**config.mk**
```make
export PLATFORM = sky130hd
export DESIGN_NAME = lane_fifo_pair
export DESIGN_NICKNAME = d
export VERILOG_FILES = /design/src/rtl/lfp_pkg.sv /design/src/rtl/lfp_fifo.sv /design/src/rtl/lfp_sticky.sv /design/src/rtl/lane_fifo_pair.sv
export SDC_FILE = /design/constraint.sdc
export NUM_CORES = 1
export LEC_CHECK = 0
export BUFFER_PORTS_ARGS = -buffer_cell sky130_fd_sc_hd__buf_4
export CORE_AREA = 2 2 207 209
export CTS_CLUSTER_DIAMETER = 40
export CTS_CLUSTER_SIZE = 12
export DETAILED_ROUTE_END_ITERATION = 6
export DIE_AREA = 0 0 209 211
export HOLD_SLACK_MARGIN = 0.15
export MAX_ROUTING_LAYER = met4
export PLACE_DENSITY_LB_ADDON = 0.12
export SKIP_LAST_GASP = 1
export SYNTH_ARGS = -nofsm -noshare
export SYNTH_HDL_FRONTEND = slang
export SYNTH_HIERARCHICAL = 1
export SYNTH_SLANG_ARGS = --single-unit
```
**constraint.sdc**
```tcl
create_clock -name clk -period 2.3 [get_ports clk]
set_clock_uncertainty 0.1 [all_clocks]
set_input_delay 0 -clock clk [delete_from_list [all_inputs] [get_ports clk]]
set_output_delay 0 -clock clk [all_outputs]
set_load 0.01 [all_outputs]
```
**src/rtl/lfp_pkg.sv**
```systemverilog
package lfp_pkg;
  localparam int NUM_FLAGS = 4;

  typedef enum int unsigned {
    FLG_TX_OVF   = 0,
    FLG_RX_UNF   = 1,
    FLG_TX_STARV = 2,
    FLG_RX_DROP  = 3
  } flag_idx_e;
endpackage

```
**src/rtl/lfp_fifo.sv**
```systemverilog
module lfp_fifo #(
  parameter int W     = 32,
  parameter int DEPTH = 4
) (
  input  logic         clk,
  input  logic         rst_n,
  input  logic         clear,
  input  logic         push,
  input  logic [W-1:0] wdata,
  input  logic         pop,
  output logic [W-1:0] rdata,
  output logic         full,
  output logic         empty,
  output logic         push_drop,
  output logic         pop_drop
);
  localparam int AW = (DEPTH > 1) ? $clog2(DEPTH) : 1;
  localparam int CW = $clog2(DEPTH + 1);

  function automatic logic [AW-1:0] ptr_adv(input logic [AW-1:0] p);
    return (p == AW'(DEPTH - 1)) ? '0 : p + 1'b1;
  endfunction

  function automatic logic [CW-1:0] cnt_next(input logic [CW-1:0] c,
                                             input logic inc,
                                             input logic dec);
    return c + CW'(inc) - CW'(dec);
  endfunction

  logic [W-1:0]  mem [DEPTH];
  logic [AW-1:0] rptr, wptr;
  logic [CW-1:0] count;
  logic          push_ok, pop_ok;

  assign full      = (count == CW'(DEPTH));
  assign empty     = (count == '0);
  assign push_ok   = push & ~full;
  assign pop_ok    = pop & ~empty;
  assign push_drop = push & full;
  assign pop_drop  = pop & empty;
  assign rdata     = mem[rptr];

  always_ff @(posedge clk) begin
    if (push_ok && !clear) mem[wptr] <= wdata;
  end

  always_ff @(posedge clk or negedge rst_n) begin
    if (!rst_n) begin
      rptr  <= '0;
      wptr  <= '0;
      count <= '0;
    end else if (clear) begin
      rptr  <= '0;
      wptr  <= '0;
      count <= '0;
    end else begin
      if (push_ok) wptr <= ptr_adv(wptr);
      if (pop_ok)  rptr <= ptr_adv(rptr);
      count <= cnt_next(count, push_ok, pop_ok);
    end
  end
endmodule

```
**src/rtl/lfp_sticky.sv**
```systemverilog
module lfp_sticky #(
  parameter int N = 4
) (
  input  logic         clk,
  input  logic         rst_n,
  input  logic [N-1:0] set_evt,
  input  logic [N-1:0] clr_req,
  output logic [N-1:0] flags
);
  for (genvar i = 0; i < N; i++) begin : g_flag
    always_ff @(posedge clk or negedge rst_n) begin
      if (!rst_n)          flags[i] <= 1'b0;
      else if (set_evt[i]) flags[i] <= 1'b1;
      else if (clr_req[i]) flags[i] <= 1'b0;
    end
  end
endmodule

```
**src/rtl/lane_fifo_pair.sv**
```systemverilog
module lane_fifo_pair #(
  parameter int DATA_W = 32,
  parameter int DEPTH  = 4
) (
  input  logic                        clk,
  input  logic                        rst_n,
  input  logic                        sys_tx_push,
  input  logic [DATA_W-1:0]           sys_tx_data,
  input  logic                        sys_rx_pop,
  output logic [DATA_W-1:0]           sys_rx_data,
  input  logic                        sys_clear,
  input  logic [lfp_pkg::NUM_FLAGS-1:0] sys_err_clr,
  output logic [lfp_pkg::NUM_FLAGS-1:0] err_flags,
  input  logic                        lane_tx_pull,
  output logic [DATA_W-1:0]           lane_tx_data,
  input  logic                        lane_rx_push,
  input  logic [DATA_W-1:0]           lane_rx_data,
  output logic                        tx_full,
  output logic                        tx_empty,
  output logic                        rx_full,
  output logic                        rx_empty
);
  import lfp_pkg::*;

  logic tx_push_drop, tx_pull_drop, rx_push_drop, rx_pop_drop;
  logic [NUM_FLAGS-1:0] err_evt;

  lfp_fifo #(.W(DATA_W), .DEPTH(DEPTH)) u_tx (
    .clk(clk), .rst_n(rst_n), .clear(sys_clear),
    .push(sys_tx_push), .wdata(sys_tx_data),
    .pop(lane_tx_pull), .rdata(lane_tx_data),
    .full(tx_full), .empty(tx_empty),
    .push_drop(tx_push_drop), .pop_drop(tx_pull_drop)
  );

  lfp_fifo #(.W(DATA_W), .DEPTH(DEPTH)) u_rx (
    .clk(clk), .rst_n(rst_n), .clear(sys_clear),
    .push(lane_rx_push), .wdata(lane_rx_data),
    .pop(sys_rx_pop), .rdata(sys_rx_data),
    .full(rx_full), .empty(rx_empty),
    .push_drop(rx_push_drop), .pop_drop(rx_pop_drop)
  );

  always_comb begin
    err_evt               = '0;
    err_evt[FLG_TX_OVF]   = tx_push_drop;
    err_evt[FLG_RX_UNF]   = rx_pop_drop;
    err_evt[FLG_TX_STARV] = tx_pull_drop;
    err_evt[FLG_RX_DROP]  = rx_push_drop;
  end

  lfp_sticky #(.N(NUM_FLAGS)) u_flags (
    .clk(clk), .rst_n(rst_n),
    .set_evt(err_evt), .clr_req(sys_err_clr),
    .flags(err_flags)
  );
endmodule

```
; ---- Yosys cells after proc, flatten, opt, wreduce, memory -nomap -nowiden
; Memories as Yosys holds them, arrays and structs flattened.
; Cells that the tools add are included.
[classes]
addsub = 8
n_eq_ne = 6
muxes = 26
n_bitwise = 12
n_reduce_logical = 13
[op_table]
columns = operator, count
row1 = two-way mux 2 bit, 12
row2 = nonzero test 2 bit, 8
row3 = two-way mux 1 bit, 12
row4 = adder 2 x 1 -> 2 bit (second input constant), 4
row5 = bitwise AND 1 bit, 8
row6 = equality test 2 bit (second input constant), 4
row7 = adder 3 x 1 -> 3 bit, 2
row8 = equality test 3 bit (second input constant), 2
row9 = zero test 3 bit, 2
row10 = two-way mux 3 bit, 2
row11 = subtractor 3 x 1 -> 3 bit, 2
row12 = NOT 1 bit, 4
row13 = logical AND 1 bit, 2
row14 = zero test 1 bit, 1
[totals]
reg_bits = 18
mem_bits_rw = 256
input_bits = 75
output_inout_bits = 72
mem_count = 2
[memory_table]
columns = name, depth, width, read_ports, rd_ports_with_merged_regs, write_ports, line
row1 = u_rx.mem, 4, 32, 1, 0, 1, lfp_fifo.sv:30  ; logic [W-1:0] mem [DEPTH];
row2 = u_tx.mem, 4, 32, 1, 0, 1, lfp_fifo.sv:30

; ---- Depth between registers and ports, before layout
; Gate-level depths: netlist (run 1).
[logic_depth]
word_depth = 6
mapped_depth = 8
mapped_depth_nobuf = 8

; ---- Cells and area by module
; The synthesis (run 1) kept the hierarchy.
[by_module_without_submodules]
columns = mod, n_inst, cells_each, area_per_inst_um2, seq_area_each_um2
row1 = lfp_fifo, 2, 216, 5127.4, 4018.9
row2 = lfp_sticky, 1, 12, 145.1, 100.1

; ---- Least setup slack after synthesis (run 1)
; OpenSTA, ideal clock, no wires.
[synth_path]
kind = reg2reg
start = register u_rx.count[2]
end = memory u_rx.mem[1][0], enable pin
setup_ns = 0.392
arrival_time_ns = 1.667
required_time_ns = 1.808
setup_slack_ns = 0.141
stages_incl_launch_ff = 4
path_buffers = 0
synth_period_minus_slack_ns = 2.159
path_cell_list = dfrtp_1 -> nor3b_4 -> nor3_1 -> and2_1
[synth_between]
elab_chain_cells = 6
[synth_lines]
columns = element, line
row1 = "start, declared", lfp_fifo.sv:32  ; logic [CW-1:0] count;
row2 = "start signal, assigned", lfp_fifo.sv:59  ; count <= cnt_next(count, push_ok, pop_ok);
row3 = equality test 3 bit, lfp_fifo.sv:35  ; assign full = (count == CW'(DEPTH));
row4 = via rx_full, lane_fifo_pair.sv:20  ; output logic rx_full,
row5 = NOT 1 bit, lfp_fifo.sv:37  ; assign push_ok = push & ~full;
row6 = bitwise AND 1 bit, lfp_fifo.sv:37
row7 = logical AND 1 bit, lfp_fifo.sv:44  ; if (push_ok && !clear) mem[wptr] <= wdata;
row8 = two-way mux 1 bit, lfp_fifo.sv:44
row9 = two-way mux 1 bit (not written as such), lfp_fifo.sv:44
row10 = "end, declared", lfp_fifo.sv:30
; The timed path passes the listed nets, and every way through them passes these cells.

; ---- Worst setup path after layout (run 1)
[layout_path]
start = register u_rx.count[1]
end = register u_rx.count[0]
[layout_between]
elab_chain_cells = 6
[layout_lines]
columns = element, line
row1 = equality test 3 bit, lfp_fifo.sv:35
row2 = NOT 1 bit, lfp_fifo.sv:37
row3 = bitwise AND 1 bit, lfp_fifo.sv:37
row4 = adder 3 x 1 -> 3 bit, lfp_fifo.sv:27  ; return c + CW'(inc) - CW'(dec);
row5 = subtractor 3 x 1 -> 3 bit (*), lfp_fifo.sv:27
row6 = two-way mux 3 bit (*), lfp_fifo.sv:52  ; end else if (clear) begin
; Every way passes the cells marked *; elsewhere a longest branch is shown, timed or not.
; A chain may end at the register's enable or synchronous reset.

==> results, run 1 <==
- The total of warnings raised by yosys is 6.
- The share of total power dissipated in combinational logic is 0.192.
- Data on the critical path is required at its endpoint by 2.62 ns.
- The maximum ir drop on the vdd rail is about 0.56 mV.
- The mapped netlist covers about 10000 um2.
- In the final layout, the multi-input gates occupy between 2000 and 2500 um2.
- The worst reg-to-reg path cell count is 6.
- The synthesis-to-layout area growth is 48.1%.
- After the flow finishes, the layout carries non-filler instances totaling between 1000 and 1500.
- The average cell area after synthesis is ~23 um2.
- The final critical delay including setup and external delays is roughly 2.2 ns.
- The worst hold path terminates at u_tx/rptr[0]$_DFFE_PN0P_.
- Max-cap violations in this run came to 0.
- The post-synthesis net count is approximately 530.
- The CTS tree is built.
- For this run, the detailed router's first-pass iteration total came to 4.
- The number of rows created at floorplan is 75.
- In this run the power spent charging and discharging nets is between 3 and 4 mW.
- Counting distinct cell types in the post-synthesis netlist gives 27.
- In this run the number of H-tree levels came out at 2.
- The critical path launch point type is a flip-flop.
- The total internal power is 12.1 mW.
- The die covers between 40000 and 50000 um2.
- The relative contribution of the clock network to total power is 0.432.
- The horizontal die dimension is approximately 210 um.
- The clock passes through at most 3 buffers.
- The number of pins exceeding their max-slew limit in the final report is 0.
- The number of antenna violations at the first check in global routing was 1.
- From bottom edge to top edge, the die measures about 210 um.
- The worst pin sits at a relative slew slack of 0.425.
- The post-CTS clock slew at the launch and capture registers of the worst setup and hold paths is 0.05 ns.
- Entering global routing, the biggest net connects 36 pins.
- The synthesized design contains around 270 register bits.
- For this block, the initial DRC count from the detailed router was about 220.
- The net count of the finished layout is between 800 and 900.
- The starting utilization of the core area is 0.249.
- In the final layout, the share of cells above drive strength 1 is 0.388.
- The sequential-to-total area share from yosys stat is 0.782.
- The launch point of the worst reg-to-reg path is u_rx/count[1]$_DFF_PN0_.
- The largest fanout on the critical path is 5.
- The critical path is of the reg2reg type.
- Setup violations remaining at the end of the flow were counted as 0.
- The number of global-route vias before repair was around 6200.
- The reg-to-reg critical path endpoint is u_rx/count[0]$_DFF_PN0_.
- In the routed design, unresolved DRC markers number 0.
- The post-detailed-route wirelength per cell is roughly 17 um.
- The power density normalized to cell area is between 1000 and 1500 nW/um2.
- In this run the count of I/O pins placed on the die edge is 147.
- STA puts the critical path data arrival time at 2.53 ns.
- The count of antenna-violating nets left after detailed routing is 0.
- The first global-routing pass estimated 35200 um of wire.
- Detailed routing inserted a total of about 5500 vias.
- STA classifies the critical path endpoint as a flip-flop.
- CTS placed an instance of sky130_fd_sc_hd__clkbuf_16 at the clock tree root.
- After detailed routing, the number of vias per cell comes to just over 4.
- The combined flip-flop and latch cell area is 8140 um2.
- Of the total power, registers draw 0.376.
- The worst-skew pair later-pin latency is approximately 0.54 ns.
- The worst min-delay path category is in2reg.
- Of the total power, the share spent switching nets is 0.245.
- The number of input and output port buffers inserted is between 100 and 150.
- The measured slew at the worst slew-check pin is approximately 0.86 ns.
- Global routing finished with a remaining overflow of 0.
- In this run the most critical hold path is launched from sys_clear.
- In the finished design, the share of the clock period the worst path needs comes to 0.959.
- Setup slack on the worst reg-to-reg path comes out at 0.09 ns.
- Detailed placement finished with a half-perimeter wire length of 13700 um.
- The total routing usage reported by global routing is 0.109.
- The leakage power is approximately 5.5 nW.
- The number of buffers created by CTS is 45.
- Synthesis handed over a netlist of approximately 440 instances.
- The aggregate routed wire length is around 23000 um.
- The flow ran to the end, and the final reports show no timing, DRC or antenna violations.
- Measured on the finished design, the core utilization comes to 0.369.
- The number of hold violations in the final report is 0.
- The highest clock rate is around 450 MHz.
- The number of instances on the worst hold path is 3.
- The standard cell core area is 41800 um2.
- For this design, the sink count on the clock tree is roughly 270.
- The layout has just under 4000 filler cells.
- The congestion estimate from routability-driven global placement came to about 0.69.
- Setup repair after global routing could not meet its margin everywhere.
- The number of cells in the design after placement is ~1100.
## per-stage QoR
stage	hold slack [ns]	TNS (ns)	worst slack, ns	power [mW]	cell area (um2)
after global routing	0.217	-0.00319	-0.00319	16.7	15400
after floorplan	-0.396	0	0.141	7.69	10400
after global placement	-0.207	0	0.180	8.89	12300
final	0.222	0	0.0938	16.0	15400
after CTS	0.188	0	0.0154	16.2	15400
after detailed placement	-0.205	0	0.174	8.92	12300
## worst max-delay path: stages, from the launching register on
cell                            delay [ns]
sky130_fd_sc_hd__dfrtp_1              0.48
sky130_fd_sc_hd__nor3b_4              0.28
sky130_fd_sc_hd__nor2_1               0.13
sky130_fd_sc_hd__xnor2_1              0.14
sky130_fd_sc_hd__ha_1                 0.28
sky130_fd_sc_hd__dlygate4sd3_1        0.56
sky130_fd_sc_hd__nor2b_1              0.13
## cells by family (layout without fill, tap and decap cells)
logic type,count (synthesis),count (layout),share of synthesized area
flip-flops,274,274,0.782
multiplexers,68,68,0.143
AND/OR/NAND/NOR,40,40,0.0231
buffers and inverters,30,402,0.0177
adder cells (fa/ha/maj),14,14,0.0183
AO/OA/AOI/OAI,12,12,0.0106
XOR/XNOR,6,6,0.00505
other,0,1,0
## repair_timing
item / CTS / global route
endpoints found under the setup margin: 0 / 3
gates resized for setup: 0 / 0
endpoints found under the hold margin: 310 / 0
hold buffers: 146 / 0
buffers inserted: 0 / 1
## how the worst max path moves through the flow
stage                              from                        to  slack, ns  depth (start not counted)
2_1_floorplan   u_rx/count[2]$_DFF_PN0_  u_rx/mem[1][0]$_DFFE_PP_       0.14                          3
3_3_place_gp    u_tx/count[1]$_DFF_PN0_   u_tx/count[2]$_DFF_PN0_       0.18                          8
3_5_place_dp    u_tx/count[1]$_DFF_PN0_   u_tx/count[2]$_DFF_PN0_       0.17                          8
4_1_cts        u_tx/rptr[0]$_DFFE_PN0P_           lane_tx_data[5]       0.02                          3
5_1_grt         u_rx/count[1]$_DFF_PN0_   u_rx/count[0]$_DFF_PN0_     -0.003                          6
6_report        u_rx/count[1]$_DFF_PN0_   u_rx/count[0]$_DFF_PN0_       0.09                          6
## routing by layer
layer	track usage	vias to the layer above	share of wire
met3	0.0321	41	0.062
li1	-	2525	-
met2	0.177	139	0.50
met4	0.0505	0	0.028
met5	-	-	0
met1	0.126	2803	0.41
## power groups by stage
stage          Clock (mW)  Combinational (mW)  Sequential [mW]
2_1_floorplan           0                1.63             6.06
3_3_place_gp            0                2.81             6.08
3_5_place_dp            0                2.82             6.10
4_1_cts              7.09                3.10             6.01
5_1_grt              7.34                3.34             6.04
6_report             6.90                3.06             6.00
## registers in the layout (all words and copies together) (netlist names)
register and count:
u_rx/wptr 2, u_rx/mem 128, u_tx/mem 128, u_tx/wptr 2
u_rx/rptr 2, u_rx/count 3, u_flags/flags 4, u_tx/rptr 2
u_tx/count 3
## cells in the mapped netlist
library cell	n	area, um2
sky130_fd_sc_hd__edfxtp_1	256	7690
sky130_fd_sc_hd__mux4_2	63	1420
sky130_fd_sc_hd__dfrtp_1	18	450
sky130_fd_sc_hd__and2_1	12	75.1
sky130_fd_sc_hd__ha_1	12	150
sky130_fd_sc_hd__inv_1	12	45.0
sky130_fd_sc_hd__nor2_1	10	37.5
sky130_fd_sc_hd__buf_6	7	78.8
sky130_fd_sc_hd__buf_2	6	30.0
sky130_fd_sc_hd__a21o_1	4	30.0
sky130_fd_sc_hd__clkbuf_1	4	15.0
sky130_fd_sc_hd__mux2i_1	4	40.0
sky130_fd_sc_hd__nand2b_1	4	25.0
sky130_fd_sc_hd__nor3_1	4	20.0
sky130_fd_sc_hd__or3_1	4	25.0
sky130_fd_sc_hd__xnor2_1	4	35.0
sky130_fd_sc_hd__a21oi_1	2	10.0
sky130_fd_sc_hd__a21oi_2	2	17.5
sky130_fd_sc_hd__fa_1	2	40.0
sky130_fd_sc_hd__nand2_1	2	7.51
sky130_fd_sc_hd__nor2b_1	2	12.5
sky130_fd_sc_hd__nor3b_4	2	37.5
sky130_fd_sc_hd__o21ai_0	2	10.0
sky130_fd_sc_hd__o31ai_4	2	42.5
sky130_fd_sc_hd__xor2_1	2	17.5
sky130_fd_sc_hd__buf_8	1	15.0
sky130_fd_sc_hd__mux4_1	1	26.3
## area by class of cell
| class | count | area share |
|---|---|---|
| inverter | 12 | 0.00292 |
| tap | 539 | 0.0438 |
| timing repair buffer | 309 | 0.186 |
| sequential | 274 | 0.528 |
| antenna | 1 | 0.000162 |
| clock inverter | 27 | 0.0225 |
| multi-input combinational | 140 | 0.136 |
| clock buffer | 54 | 0.0807 |
## placed cells by master (no fill, tap or decap), drive strengths merged, types with 4 or more instances in the layout
cell / synthesis / routed
or3: 4 / 4
edfxtp: 256 / 256
nand2b: 4 / 4
buf: 14 / 162
nor2: 10 / 10
dfrtp: 18 / 18
bufinv: 0 / 6
mux4: 64 / 64
clkinvlp: 0 / 8
clkinv: 0 / 9
a21oi: 4 / 4
nor3: 4 / 4
and2: 12 / 12
xnor2: 4 / 4
mux2i: 4 / 4
dlygate4sd3: 0 / 146
a21o: 4 / 4
ha: 12 / 12
inv: 12 / 16
clkbuf: 4 / 55
Note: power is estimated with default switching activity, not from simulation.
==> inputs of run 2 (changes only) <==
--- a/config.mk
+++ b/config.mk
@@ -14,6 +14,7 @@
 export HOLD_SLACK_MARGIN = 0.15
 export MAX_ROUTING_LAYER = met4
 export PLACE_DENSITY_LB_ADDON = 0.12
+export RECOVER_POWER = 50
 export SKIP_LAST_GASP = 1
 export SYNTH_ARGS = -nofsm -noshare
 export SYNTH_HDL_FRONTEND = slang
==> results, run 2 (same netlist as run 1, synthesis figures left out) <==
- Cell-by-cell trace of the critical path: nor3b_4 -> nor2_1 -> xnor2_1 -> ha_1 -> dlygate4sd3_1 -> nor2b_1 (unchanged).
- The worst-skew pair later-pin latency is 0.54 ns (about the same).
- The number of antenna violations at the first check in global routing is 1 (unchanged).
- The number of gates resized after cts is 0 (unchanged).
- The final cell utilization of the core is 0.368 (was 0.369).
- The final RePlAce weighted congestion is 0.691 (unchanged).
- The launch point of the worst reg-to-reg path is u_rx/count[1]$_DFF_PN0_ (unchanged).
- The number of instances on the worst hold path came to 3 (unchanged).
- The y dimension of the die is 211 um (unchanged).
- The count of nets after finishing is 871 (unchanged).
- The average via count per standard cell came to 4.07 (was 4.06).
- The number of input and output port buffers inserted was 146 (unchanged).
- The number of rows created at floorplan is 75 (unchanged).
- The overall via count from detail_route is 5513 (was 5508).
- The horizontal die dimension is 209 um (unchanged).
- The worst reg-to-reg path cell count is 6 (unchanged).
- The worst min-delay path category is in2reg (unchanged).
- The measured slew at the worst slew-check pin is 0.857 ns (was 0.860 ns).
- The worst-case headroom to the max-slew limit came to 0.426 (was 0.425).
- The post-detailed-route wirelength per cell is 16.8 um (about the same).
- The standard cell core area is 41800 um2 (unchanged).
- The CTS tree is built (unchanged).
- The worst setup margin came to 0.0942 ns (was 0.0938 ns).
- The cell with the biggest individual delay on the critical path is sky130_fd_sc_hd__dlygate4sd3_1 (unchanged).
- The highest clock rate was 453 MHz (about the same).
- The endpoint arrival time on the critical path is 2.53 ns (about the same).
- The critical path launch point type is a flip-flop (unchanged).
- The post-CTS clock slew at the launch and capture registers of the worst setup and hold paths is 0.05 ns (about the same).
- The sum of net half-perimeters after detailed placement is 13700 um (unchanged).
- The buffer and inverter count on the worst path was 1 (unchanged).
- The leftover overflow at the end of global routing came to 0 (unchanged).
- The largest fanout on the critical path is 5 (unchanged).
- The number of hold violations in the final report is 0 (unchanged).
- The number of failing setup endpoints in the final timing report is 0 (unchanged).
- The number of global-route vias before repair is 6180 (unchanged).
- The overall power consumption is 15.9 mW (was 16.0 mW).
- The share of layout cells above drive strength 1 is 0.379 (was 0.388).
- The count of antenna-violating nets left after detailed routing is 0 (unchanged).
- The count of TritonRoute iterations in the first routing pass is 4 (unchanged).
- Leading registers by flop count: u_rx/mem x128, u_tx/mem x128, u_flags/flags x4 (unchanged).
- The number of buffers created by CTS is 45 (unchanged).
- The maximum ir drop on the vdd rail is 0.557 mV (was 0.559 mV).
- The most common cell after layout, fill and taps aside was sky130_fd_sc_hd__edfxtp_1 (unchanged).
- The cell family contributing the most delay on the critical path is buffers and inverters (unchanged).
- The final routed DRC violation total was 0 (unchanged).
- The maximum number of pins on one net before global-route repair is 36 (unchanged).
- The required time at the endpoint of the critical path is 2.62 ns (about the same).
- The die footprint is 44100 um2 (unchanged).
- Outcome: finished, final reports clean (unchanged).
- The worst slack on hold paths is 0.219 ns (was 0.222 ns).
- The synthesis-to-layout area growth is 47.9% (was 48.1%).
- The beginning of the worst hold path is sys_clear (unchanged).
- The wire length of the first global-routing pass came to 35200 um (unchanged).
- The deepest clock path buffer count is 3 (unchanged).
- The total routing usage reported by global routing was 0.109 (unchanged).
- The count of pins on the block boundary is 147 (unchanged).
- The reg-to-reg critical path endpoint is u_rx/count[0]$_DFF_PN0_ (unchanged).
- The max-capacitance violation count is 0 (unchanged).
- The power density normalized to cell area is 1030 nW/um2 (was 1040 nW/um2).
- The number of pins exceeding their max-slew limit in the final report is 0 (unchanged).
- The type of element capturing the critical path is a flip-flop (unchanged).
- The endpoint of the worst hold-timing path was u_tx/rptr[0]$_DFFE_PN0P_ (unchanged).
- The delay of the slowest cell on the worst path is 0.56 ns (about the same).
- Commonest cells after routing, fill and taps aside: sky130_fd_sc_hd__edfxtp_1 (256), sky130_fd_sc_hd__dlygate4sd3_1 (146), sky130_fd_sc_hd__buf_4 (77) (was sky130_fd_sc_hd__edfxtp_1 (256), sky130_fd_sc_hd__buf_4 (149), sky130_fd_sc_hd__dlygate4sd3_1 (146)).
- The starting utilization of the core area is 0.249 (unchanged).
- The final critical delay including setup and external delays is 2.21 ns (about the same).
- The type of the worst setup path is reg2reg (unchanged).
- The sink count of the clock tree is 274 (unchanged).
- Setup repair after global routing missed its margin: true (unchanged).
- The final critical-path share of the clock period is 0.959 (about the same).
- The setup TNS is 0 ns (unchanged).
- The buffer type at the clock tree root was sky130_fd_sc_hd__clkbuf_16 (unchanged).
- The leakage power is 5.41 nW (was 5.45 nW).
- The worst reg-to-reg setup slack is 0.09 ns (about the same).
- The number of H-tree levels is 2 (unchanged).
- The aggregate routed wire length was 22800 um (about the same).
- The iteration-0 DRC count of the detailed router is 229 (was 218).
- The pre-CTS worst setup slack is 0.174 ns (unchanged).
-- run 2: cell count changes in the layout (fill, tap and decap cells not counted) --
cell and change:
sky130_fd_sc_hd__buf_4 -72, sky130_fd_sc_hd__clkbuf_4 +65, sky130_fd_sc_hd__clkbuf_1 +7, sky130_fd_sc_hd__and2_0 +3, sky130_fd_sc_hd__and2_1 -2, sky130_fd_sc_hd__and2_2 -1
-- run 2: layout make-up --
cell class	count	area (um2)
Fill cell	3874	26400
Sequential cell	274	8140
Timing Repair Buffer	309	2840
Multi-Input combinational cell	140	2090
Clock buffer	54	1240
Tap cell	539	674
Clock inverter	27	347
Inverter	12	45.0
Antenna cell	1	2.50
-- run 2: metal layers --
metal	GRT usage	wire [um]	part of all wire	vias up
met5	-	0	0	-
met4	0.0505	629	0.028	0
met3	0.0321	1370	0.060	41
met2	0.177	11500	0.50	135
met1	0.126	9350	0.41	2818
li1	-	-	-	2519
-- run 2: per-stage QoR --
stage	instances	instance area, um2
2_1_floorplan	444	10400
3_3_place_gp	1126	12300
3_5_place_dp	1126	12300
4_1_cts	1353	15400
5_1_grt	1356	15400
6_report	1356	15400
-- run 2: worst register-to-register path: stages, from the launching register on --
cell and delay (ns):
sky130_fd_sc_hd__dfrtp_1 0.48, sky130_fd_sc_hd__nor3b_4 0.28, sky130_fd_sc_hd__nor2_1 0.13, sky130_fd_sc_hd__xnor2_1 0.14, sky130_fd_sc_hd__ha_1 0.28, sky130_fd_sc_hd__dlygate4sd3_1 0.56
sky130_fd_sc_hd__nor2b_1 0.13
-- run 2: power breakdown --
part           switching (mW)  internal [mW]  total [mW]
Combinational            1.35           1.65        3.00
Sequential              0.202           5.80        6.00
Clock                    2.35           4.56        6.91
-- run 2: worst max-delay path by stage --
stage,startpoint,to,slack (ns),depth (start not counted)
finish,u_rx/count[1]$_DFF_PN0_,u_rx/count[0]$_DFF_PN0_,0.09,6
CTS,u_tx/rptr[0]$_DFFE_PN0P_,lane_tx_data[5],0.02,3
detailed placement,u_tx/count[1]$_DFF_PN0_,u_tx/count[2]$_DFF_PN0_,0.17,8
global placement,u_tx/count[1]$_DFF_PN0_,u_tx/count[2]$_DFF_PN0_,0.18,8
global route,u_rx/count[1]$_DFF_PN0_,u_rx/count[0]$_DFF_PN0_,-0.003,6
floorplan,u_rx/count[2]$_DFF_PN0_,u_rx/mem[1][0]$_DFFE_PP_,0.14,3
-- run 2: timing repair --
item                       4_1_cts  5_1_grt
setup endpoints to repair        0        3
hold endpoints to repair       310        0
hold buffers                   146        0
setup buffers                    0        1
